--- config.mk ---
export PLATFORM = sky130hd
export DESIGN_NAME = hb_aggregator
export DESIGN_NICKNAME = d
export VERILOG_FILES = /design/src/rtl/hb_pkg.sv /design/src/rtl/hb_mask_accum.sv /design/src/rtl/hb_miss_counter.sv /design/src/rtl/hb_aggregator.sv
export SDC_FILE = /design/constraint.sdc
export NUM_CORES = 1
export LEC_CHECK = 0
export BUFFER_PORTS_ARGS = -buffer_cell sky130_fd_sc_hd__buf_2
export CAP_MARGIN = 20
export CELL_PAD_IN_SITES_DETAIL_PLACEMENT = 1
export CELL_PAD_IN_SITES_GLOBAL_PLACEMENT = 1
export CORE_UTILIZATION = 35
export CTS_CLUSTER_SIZE = 28
export DETAILED_ROUTE_END_ITERATION = 6
export PLACE_DENSITY_LB_ADDON = 0.1
export SLEW_MARGIN = 20
export SYNTH_ARGS = -nofsm -noshare
export SYNTH_HDL_FRONTEND = slang
export SYNTH_SLANG_ARGS = --single-unit
--- constraint.sdc ---
create_clock -name clk -period 1.6 [get_ports clk]
set_input_delay 0.32 -clock clk [delete_from_list [all_inputs] [get_ports clk]]
set_output_delay 0.32 -clock clk [all_outputs]
set_load 0.005 [all_outputs]
--- src/rtl/hb_pkg.sv ---
package hb_pkg;
    typedef enum logic [1:0] {
        ST_COLLECT = 2'd0,
        ST_FEED    = 2'd1,
        ST_MISS    = 2'd2
    } hb_state_e;
endpackage

--- src/rtl/hb_mask_accum.sv ---
module hb_mask_accum #(
    parameter int NUM_TASKS = 4
) (
    input  logic                 clk,
    input  logic                 rst_n,
    input  logic [NUM_TASKS-1:0] alive_i,
    input  logic                 clear_i,
    output logic [NUM_TASKS-1:0] mask_o
);
    logic [NUM_TASKS-1:0] mask_q;
    logic [NUM_TASKS-1:0] mask_d;

    // Per-bit sticky accumulation; a clear keeps only this cycle's strobes.
    for (genvar g = 0; g < NUM_TASKS; g++) begin : g_bit
        always_comb begin
            mask_d[g] = clear_i ? alive_i[g] : (mask_q[g] | alive_i[g]);
        end
    end

    always_ff @(posedge clk) begin
        if (!rst_n) mask_q <= '0;
        else        mask_q <= mask_d;
    end

    assign mask_o = mask_q;


    carry_over_chk: assert property (@(posedge clk) disable iff (!rst_n)
        clear_i |=> (mask_o == $past(alive_i)));


    sticky_or_chk: assert property (@(posedge clk) disable iff (!rst_n)
        !clear_i |=> (mask_o == ($past(mask_o) | $past(alive_i))));
endmodule

--- src/rtl/hb_miss_counter.sv ---
module hb_miss_counter #(
    parameter int MISS_W = 8
) (
    input  logic              clk,
    input  logic              rst_n,
    input  logic              inc_i,
    output logic [MISS_W-1:0] count_o
);
    localparam logic [MISS_W-1:0] CNT_MAX = {MISS_W{1'b1}};

    logic [MISS_W-1:0] count_q;

    always_ff @(posedge clk) begin
        if (!rst_n)                          count_q <= '0;
        else if (inc_i && count_q != CNT_MAX) count_q <= count_q + 1'b1;
    end

    assign count_o = count_q;


    sat_hold_chk: assert property (@(posedge clk) disable iff (!rst_n)
        (count_o == CNT_MAX) |=> (count_o == CNT_MAX));


    step_one_chk: assert property (@(posedge clk) disable iff (!rst_n)
        (inc_i && count_o != CNT_MAX) |=> (count_o == $past(count_o) + 1'b1));


    no_inc_chk: assert property (@(posedge clk) disable iff (!rst_n)
        !inc_i |=> $stable(count_o));
endmodule

--- src/rtl/hb_aggregator.sv ---
module hb_aggregator
    import hb_pkg::*;
#(
    parameter int NUM_TASKS = 4,
    parameter int MISS_W    = 8
) (
    input  logic                 clk,
    input  logic                 rst_n,
    input  logic [NUM_TASKS-1:0] alive_i,
    input  logic [NUM_TASKS-1:0] enable_i,
    input  logic                 tick_i,
    output logic                 feed_o,
    output logic [NUM_TASKS-1:0] missing_o,
    output logic [MISS_W-1:0]    miss_count_o
);
    hb_state_e            state_q, state_d;
    logic [NUM_TASKS-1:0] mask;
    logic [NUM_TASKS-1:0] absent;
    logic [NUM_TASKS-1:0] missing_q;
    logic                 all_in;
    logic                 pass_clear;
    logic                 fail_inc;

    assign absent     = enable_i & ~mask;
    assign all_in     = (absent == '0);
    assign pass_clear = tick_i && all_in;
    assign fail_inc   = tick_i && !all_in;

    hb_mask_accum #(.NUM_TASKS(NUM_TASKS)) u_accum (
        .clk     (clk),
        .rst_n   (rst_n),
        .alive_i (alive_i),
        .clear_i (pass_clear),
        .mask_o  (mask)
    );

    hb_miss_counter #(.MISS_W(MISS_W)) u_cnt (
        .clk     (clk),
        .rst_n   (rst_n),
        .inc_i   (fail_inc),
        .count_o (miss_count_o)
    );

    // Next-state logic
    always_comb begin
        state_d = state_q;
        unique case (state_q)
            ST_COLLECT, ST_FEED, ST_MISS: begin
                if (tick_i) state_d = all_in ? ST_FEED : ST_MISS;
                else        state_d = ST_COLLECT;
            end
            default: state_d = ST_COLLECT;
        endcase
    end

    // State register and latched missing vector
    always_ff @(posedge clk) begin
        if (!rst_n) begin
            state_q   <= ST_COLLECT;
            missing_q <= '0;
        end else begin
            state_q <= state_d;
            if (tick_i) missing_q <= absent;
        end
    end

    // Output process
    always_comb begin
        feed_o    = (state_q == ST_FEED);
        missing_o = missing_q;
    end


    feed_after_pass_chk: assert property (@(posedge clk) disable iff (!rst_n)
        (tick_i && ((mask & enable_i) == enable_i)) |=> feed_o);


    feed_needs_tick_chk: assert property (@(posedge clk) disable iff (!rst_n)
        feed_o |-> $past(tick_i));


    miss_no_feed_chk: assert property (@(posedge clk) disable iff (!rst_n)
        (tick_i && ((mask & enable_i) != enable_i)) |=> (!feed_o && miss_count_o != '0));


    missing_vec_chk: assert property (@(posedge clk) disable iff (!rst_n)
        tick_i |=> (missing_o == $past(enable_i & ~mask)));


    idle_collect_chk: assert property (@(posedge clk) disable iff (!rst_n)
        !tick_i |=> (state_q == ST_COLLECT && !feed_o));
endmodule

==> results of run 1 <==
==> per-layer routing <==
metal	global-route usage, %	part of all wire [%]	routed length (µm)	vias to the layer above
met2	23.3	44	876	15
met3	3.80	3.8	76	4
met1	22.9	50	985	345
met4	10.8	1.8	36	0
met5	0	0	0	-
li1	-	-	-	373
==> state kept, by name, indices dropped and copies added, names as in the netlist <==
name / flops
missing_o: 4
u_accum.mask_o: 4
u_cnt.count_o: 8
state_q: 2
==> kinds of logic after synthesis <==
logic type | Yosys count
and+or+nand+nor | 38
AOI/OAI and AO/OA | 18
DFF | 18
buffers and inverters | 7
muxes | 7
adders and majority gates | 1
==> stage by stage <==
step / TNS (ns) / worst slack, ns / utilization, % / hold WS (ns) / instances
after floorplan: 0 / 0.195 / - / 0.444 / 89
after global placement: -0.0276 / -0.00810 / 45.8 / 0.477 / 142
after detailed placement: -0.00286 / -0.00286 / 45.8 / 0.489 / 142
after CTS: 0 / 0.0860 / 46.8 / 0.216 / 145
after global routing: -0.00753 / -0.00568 / 47.9 / 0.208 / 145
final: 0 / 0.0744 / 47.9 / 0.226 / 145
==> repair_timing <==
item | in CTS | in global routing
setup endpoints to repair | 0 | 8
resized for setup | 0 | 6
hold buffers | 0 | 0
hold endpoints to repair | 0 | 0
==> synth_stat cells, types with 2 or more instances <==
master,number
nand3_1,4
or3_1,2
o31ai_1,2
nor2b_1,5
a21boi_0,4
clkbuf_1,2
inv_1,3
nor2b_4,4
nor2_1,4
mux2i_1,7
a21boi_1,3
nand2_1,9
dfxtp_1,18
o21a_1,4
or4_1,3
==> how the worst max path moves through the flow <==
stage | startpoint | endpoint | slack (ns)
3_5_place_dp | enable_i[1] | u_accum.mask_o[1]$_SDFF_PN0_ | -0.003
2_1_floorplan | u_cnt.count_o[0]$_SDFFE_PN0P_ | u_cnt.count_o[6]$_SDFFE_PN0P_ | 0.20
5_1_grt | u_accum.mask_o[3]$_SDFF_PN0_ | u_cnt.count_o[4]$_SDFFE_PN0P_ | -0.006
6_report | u_accum.mask_o[3]$_SDFF_PN0_ | u_cnt.count_o[4]$_SDFFE_PN0P_ | 0.07
3_3_place_gp | enable_i[1] | u_accum.mask_o[1]$_SDFF_PN0_ | -0.008
4_1_cts | u_cnt.count_o[0]$_SDFFE_PN0P_ | u_cnt.count_o[6]$_SDFFE_PN0P_ | 0.09
==> cell type report <==
class | instances | area [µm²]
Clock buffer | 3 | 22.5
Fill cell | 266 | 1190
Inverter | 3 | 11.3
Multi-Input combinational cell | 64 | 498
Sequential cell | 18 | 363
Tap cell | 28 | 35.0
Timing Repair Buffer | 29 | 160
==> power groups by stage <==
stage / registers [mW] / logic (mW) / clock network, mW
after global placement: 0.493 / 0.125 / 0
after floorplan: 0.493 / 0.0821 / 0
after global routing: 0.488 / 0.149 / 0.270
after detailed placement: 0.494 / 0.129 / 0
final: 0.485 / 0.134 / 0.232
after CTS: 0.484 / 0.129 / 0.242
==> worst max-delay path: stages, from the launching register on <==
cell and delay, ns:
dfxtp_1 0.35, nor2b_4 0.19, o41ai_4 0.11, buf_4 0.17
or4_1 0.51, a21boi_1 0.15
==> metrics.txt, run 1 <==
mux contribution to synthesized area=between 8 and 9%; fin crit share=a little over nine tenths; number of flops mapped to enable cells by yosys=0; num rows=17; Total GRT Usage=16.8%; gp weighted congestion=0.735; vias=about 740; WHS Endpoint=u_accum.mask_o[2]$_SDFF_PN0_; initial core utilization=38.4%; # DRC=0; total core area=2280 µm²; net count after synthesis=101; Reg2Reg Setup Slack=0.07 ns; CTS buffer count=3; RR Endpoint=u_cnt.count_o[4]$_SDFFE_PN0P_; clk slew on worst S/H paths=0.11 ns; Synth Instances=89; class of the most critical setup path=flop to flop; Slew Limit Fails=0; root buf cell=clkbuf_4; Gate power share=15.7%; main combinational cell family by area after synthesis=simple AND/OR/NAND/NOR gates; Final Cell Area=about 1100 µm²; complex-gate fraction of the synthesized area=17.6%; CP endpoint kind=flop; Synth warnings=0; Synth area leaders=dfxtp_1 41%, mux2i_1 8.0%, nor2b_4 6.3%, nand2_1 3.9%, nor2b_1 3.6%; DIE WIDTH=52.0 µm; CTS max path bufs=2; Yosys reg bits=18; Hold Crit Depth=2; Max-Cap Viols=0; placed cell areas=1040 µm²; Clock Latency Late Sink=0.30 ns; initial drt markers=2; HP Class=primary input to flop; Vias per Instance=between 5 and 6; Final Setup Violations=0; Seq pwr share=57.0%; Synth Cell Area=875 µm²; vias in the first global route=719; run status=complete, no violations; Max rail drop VDD=0.602 mV; Adder-Cell Fraction of Synth Area=1.43%; most frequent cells in the layout=23 x buf_2, 16 x dfxtp_1, 9 x nand2_1; PD cells=between 700 and 800 nW/µm²; first-pass GRT wire length=3190 µm; # diodes=0; I/O pin total=24; Synth cell types=30; post-DP HPWL=1430 µm; Final ANT Viol Nets=0; Final Power=0.851 mW; Worst slew margin=76.2%; CTS tree=yes; prevailing post-synth register cell=dfxtp_1; worst r2r path cells=5; Net Sw Frac=a little over a quarter; PortBufs=23; Die Area=roughly 2700 µm²; f_max=0.655 GHz; synthesized area per cell=approximately 10 µm²; post-CTS setup buffers=0; CP arrival=1.76 ns; nets=around 130; FF-to-FF Start=u_accum.mask_o[3]$_SDFF_PN0_; Post-Synth Simple-Gate Area=between 20 and 30%; Routed WL per cell=between 10 and 15 µm; Tmin final=1.53 ns; grt ovf=0; Hold Crit Start=alive_i[2]; most common cell after layout, fill and taps aside=buf_2; Seq/Total Area, Yosys=41.2%; leading area contributor after synthesis=dfxtp_1; Worst-Margin Slew=0.354 ns; Req. time, crit path=1.84 ns; internal power=between 0.6 and 0.7 mW; die height=52.0 µm; layout cells sized above 1=37.6%; share of flip-flops with an asynchronous set or reset=0%; Clk network pwr share=between 20% and 30%; startpoint type of the worst setup path=flop; post-synthesis xor/xnor area fraction=0%; drt pass-1 iters=2; final wirelength=1980 µm; area grow syn2layout=24.6%; Worst Skew=0.00706 ns; antenna violations before repair=0; worst-path fanout max=8; switching power of the nets=around 0.22 mW; Pleak=~0.47 nW; H-tree depth=1; share of the synthesized area in the top cell type=41.2%; final hold vios=0; TritonCTS Sinks=18; largest net degree at the start of global routing=21
Power figures use the tool's default switching activity.
==> run 2: changes to the inputs <==
ABC_AREA = 1   (was default)
==> metrics.txt, run 2 <==
startpoint type of the worst setup path=flop (unchanged); TritonCTS Sinks=18 (unchanged); Post-CTS Resized=0 (unchanged); Synth Cell Area=898 µm² (was 875 µm²); Pleak=0.569 nW (was 0.471 nW); num rows=17 (unchanged); Seq/Total Area, Yosys=40.1% (was 41.2%); first-pass GRT wire length=3880 µm (was 3190 µm); layout cells sized above 1=23.9% (was 37.6%); met3 wire len=59 µm (was 76 µm); clk slew on worst S/H paths=0.11 ns (about the same); run status=complete, no violations (unchanged); final hold vios=0 (unchanged); top layer in use=met4 (unchanged); f_max=0.705 GHz (was 0.655 GHz); Req. time, crit path=1.81 ns (was 1.84 ns); fillers=326 (was 266); Vias per Instance=4.85 (was 5.08); synth cell count leaders=27 x nand2_1, 25 x nor2_1, 21 x inv_1 (was 18 x dfxtp_1, 9 x nand2_1, 7 x mux2i_1); H-tree depth=1 (unchanged); I/O pin total=24 (unchanged); root buf cell=clkbuf_4 (unchanged); Yosys reg bits=18 (unchanged); fin crit share=88.6% (was 95.4%); Final Cell Area=1060 µm² (was 1090 µm²); placed cell areas=1030 µm² (was 1040 µm²); worst-path fanout max=9 (was 8); Final Setup Violations=0 (unchanged); Hold Crit Depth=3 (was 2); final setup TNS=0 ns (unchanged); nets=168 (was 131); Synth Instances=131 (was 89); net count after synthesis=143 (was 101); # DRC=0 (unchanged); total core area=2320 µm² (was 2280 µm²); number of flops mapped to enable cells by yosys=0 (unchanged); final wirelength=2290 µm (was 1980 µm); grt ovf=0 (unchanged); RSZ-0062 raised after global routing=no; PD cells=905 nW/µm² (was 781 nW/µm²); gp weighted congestion=0.775 (was 0.735); Synth cell types=20 (was 30); CP endpoint kind=flop (unchanged); share of flip-flops with an asynchronous set or reset=0% (unchanged); DR WL met2=1110 µm (was 876 µm); CP arrival=1.63 ns (was 1.76 ns); initial core utilization=38.7% (was 38.4%); prevailing post-synth register cell=dfxtp_1 (unchanged); Synth warnings=0 (unchanged); most frequent cells in the layout=27 x nand2_1, 25 x nor2_1, 23 x buf_2 (was 23 x buf_2, 16 x dfxtp_1, 9 x nand2_1); vias in the first global route=882 (was 719); # diodes=0 (unchanged); initial drt markers=2 (unchanged); Synth area leaders=dfxtp_1 40%, nand2_1 11%, nor2_1 10%, inv_1 8.8%, a21oi_1 5.0% (was dfxtp_1 41%, mux2i_1 8.0%, nor2b_4 6.3%, nand2_1 3.9%, nor2b_1 3.6%); Routed WL per cell=12.5 µm (was 13.6 µm); largest net degree at the start of global routing=18 (was 21); Final ANT Viol Nets=0 (unchanged); Slew Limit Fails=0 (unchanged); post-DP HPWL=1770 µm (was 1430 µm); Worst Skew=0.00340 ns (was 0.00706 ns); Largest register FFs=8 (unchanged); drt pass-1 iters=3 (was 2); DIE WIDTH=52.7 µm (was 52.0 µm); share of the synthesized area in the top cell type=40.1% (was 41.2%); WL met1=1070 µm (was 985 µm); area grow syn2layout=18.5% (was 24.6%); Worst-Margin Slew=0.319 ns (was 0.354 ns); synthesized area per cell=6.86 µm² (was 9.83 µm²); Core Util, Final=45.9% (was 47.9%); Clock Latency Late Sink=0.30 ns (about the same); most common cell after layout, fill and taps aside=nand2_1 (was buf_2); Total GRT Usage=19.7% (was 16.8%); post-CTS setup buffers=0 (unchanged); antenna violations before repair=0 (unchanged); leading area contributor after synthesis=dfxtp_1 (unchanged); Tmin final=1.42 ns (was 1.53 ns); Final Power=0.964 mW (was 0.851 mW); Max-Cap Viols=0 (unchanged); hold buffer count at cts=0 (unchanged); class of the most critical setup path=flop to flop (unchanged); vias=887 (was 737); CTS tree=yes (unchanged); CTS buffer count=3 (unchanged); Worst slew margin=78.7% (was 76.2%); die height=52.7 µm (was 52.0 µm); HP Class=primary input to flop (unchanged); CTS max path bufs=2 (unchanged); PortBufs=23 (unchanged); worst r2r path cells=7 (was 5); most common cell in the netlist=nand2_1 (was dfxtp_1); Die Area=2770 µm² (was 2700 µm²); Max rail drop VDD=0.430 mV (was 0.602 mV)
## run 2: cell count changes after synthesis, moves of 5 or more
cell / before / now
nor2_1: 4 / 25
inv_1: 3 / 21
nand2_1: 9 / 27
a21oi_1: 1 / 9
mux2i_1: 7 / 0
nand4_1: 1 / 6
nor2b_1: 5 / 0
## run 2: final cells by class
cell class,instances,area [µm²],area share [%]
inverter,22,82.6,7.76
clock buffer,4,36.3,3.41
timing repair buffer,23,115,10.8
tap,28,35.0,3.29
sequential,18,360,33.8
multi-input combinational,88,435,40.9
## run 2: metal layers
metal  global-route usage, %  up-vias
met5                       0        -
met4                    12.7        0
met3                    2.90        4
met2                    32.7       12
met1                    23.4      415
li1                        -      456
## run 2: final timing paths
kind	from	to	slack (ns)
setup / recovery	u_cnt.count_o[0]$_SDFFE_PN0P_	u_cnt.count_o[5]$_SDFFE_PN0P_	0.18
hold / removal	alive_i[1]	u_accum.mask_o[1]$_SDFF_PN0_	0.22
setup reg to reg	u_cnt.count_o[0]$_SDFFE_PN0P_	u_cnt.count_o[5]$_SDFFE_PN0P_	0.18
hold reg to reg	u_accum.mask_o[0]$_SDFF_PN0_	u_accum.mask_o[0]$_SDFF_PN0_	0.50
## run 2: cell families after synthesis
logic type	share of synthesized area, %
XOR/XNOR	0.975
AO/OA/AOI/OAI	7.80
flip-flops	40.1
AND/OR/NAND/NOR	38.3
adder cells (fa/ha/maj)	1.39
buffers and inverters	11.4
## run 2: worst max-delay path, stage by stage (launching register included)
cell,delay (ns)
dfxtp_1,0.38
ha_1,0.26
nand3_1,0.12
clkinv_1,0.12
nand2_4,0.10
nand3_4,0.13
nor2_1,0.16
nor2_1,0.06
## run 2: metrics by stage
step	hold slack, ns	cells	setup WS [ns]
floorplan	0.437	131	0.366
global placement	0.464	179	0.298
detailed placement	0.483	179	0.190
CTS	0.211	183	0.168
global route	0.230	183	0.0594
finish	0.218	183	0.182
## run 2: where the power goes
| group | internal (mW) | switching (mW) |
|---|---|---|
| clock network | 0.139 | 0.160 |
| registers | 0.479 | 0.0286 |
| logic | 0.0622 | 0.0949 |
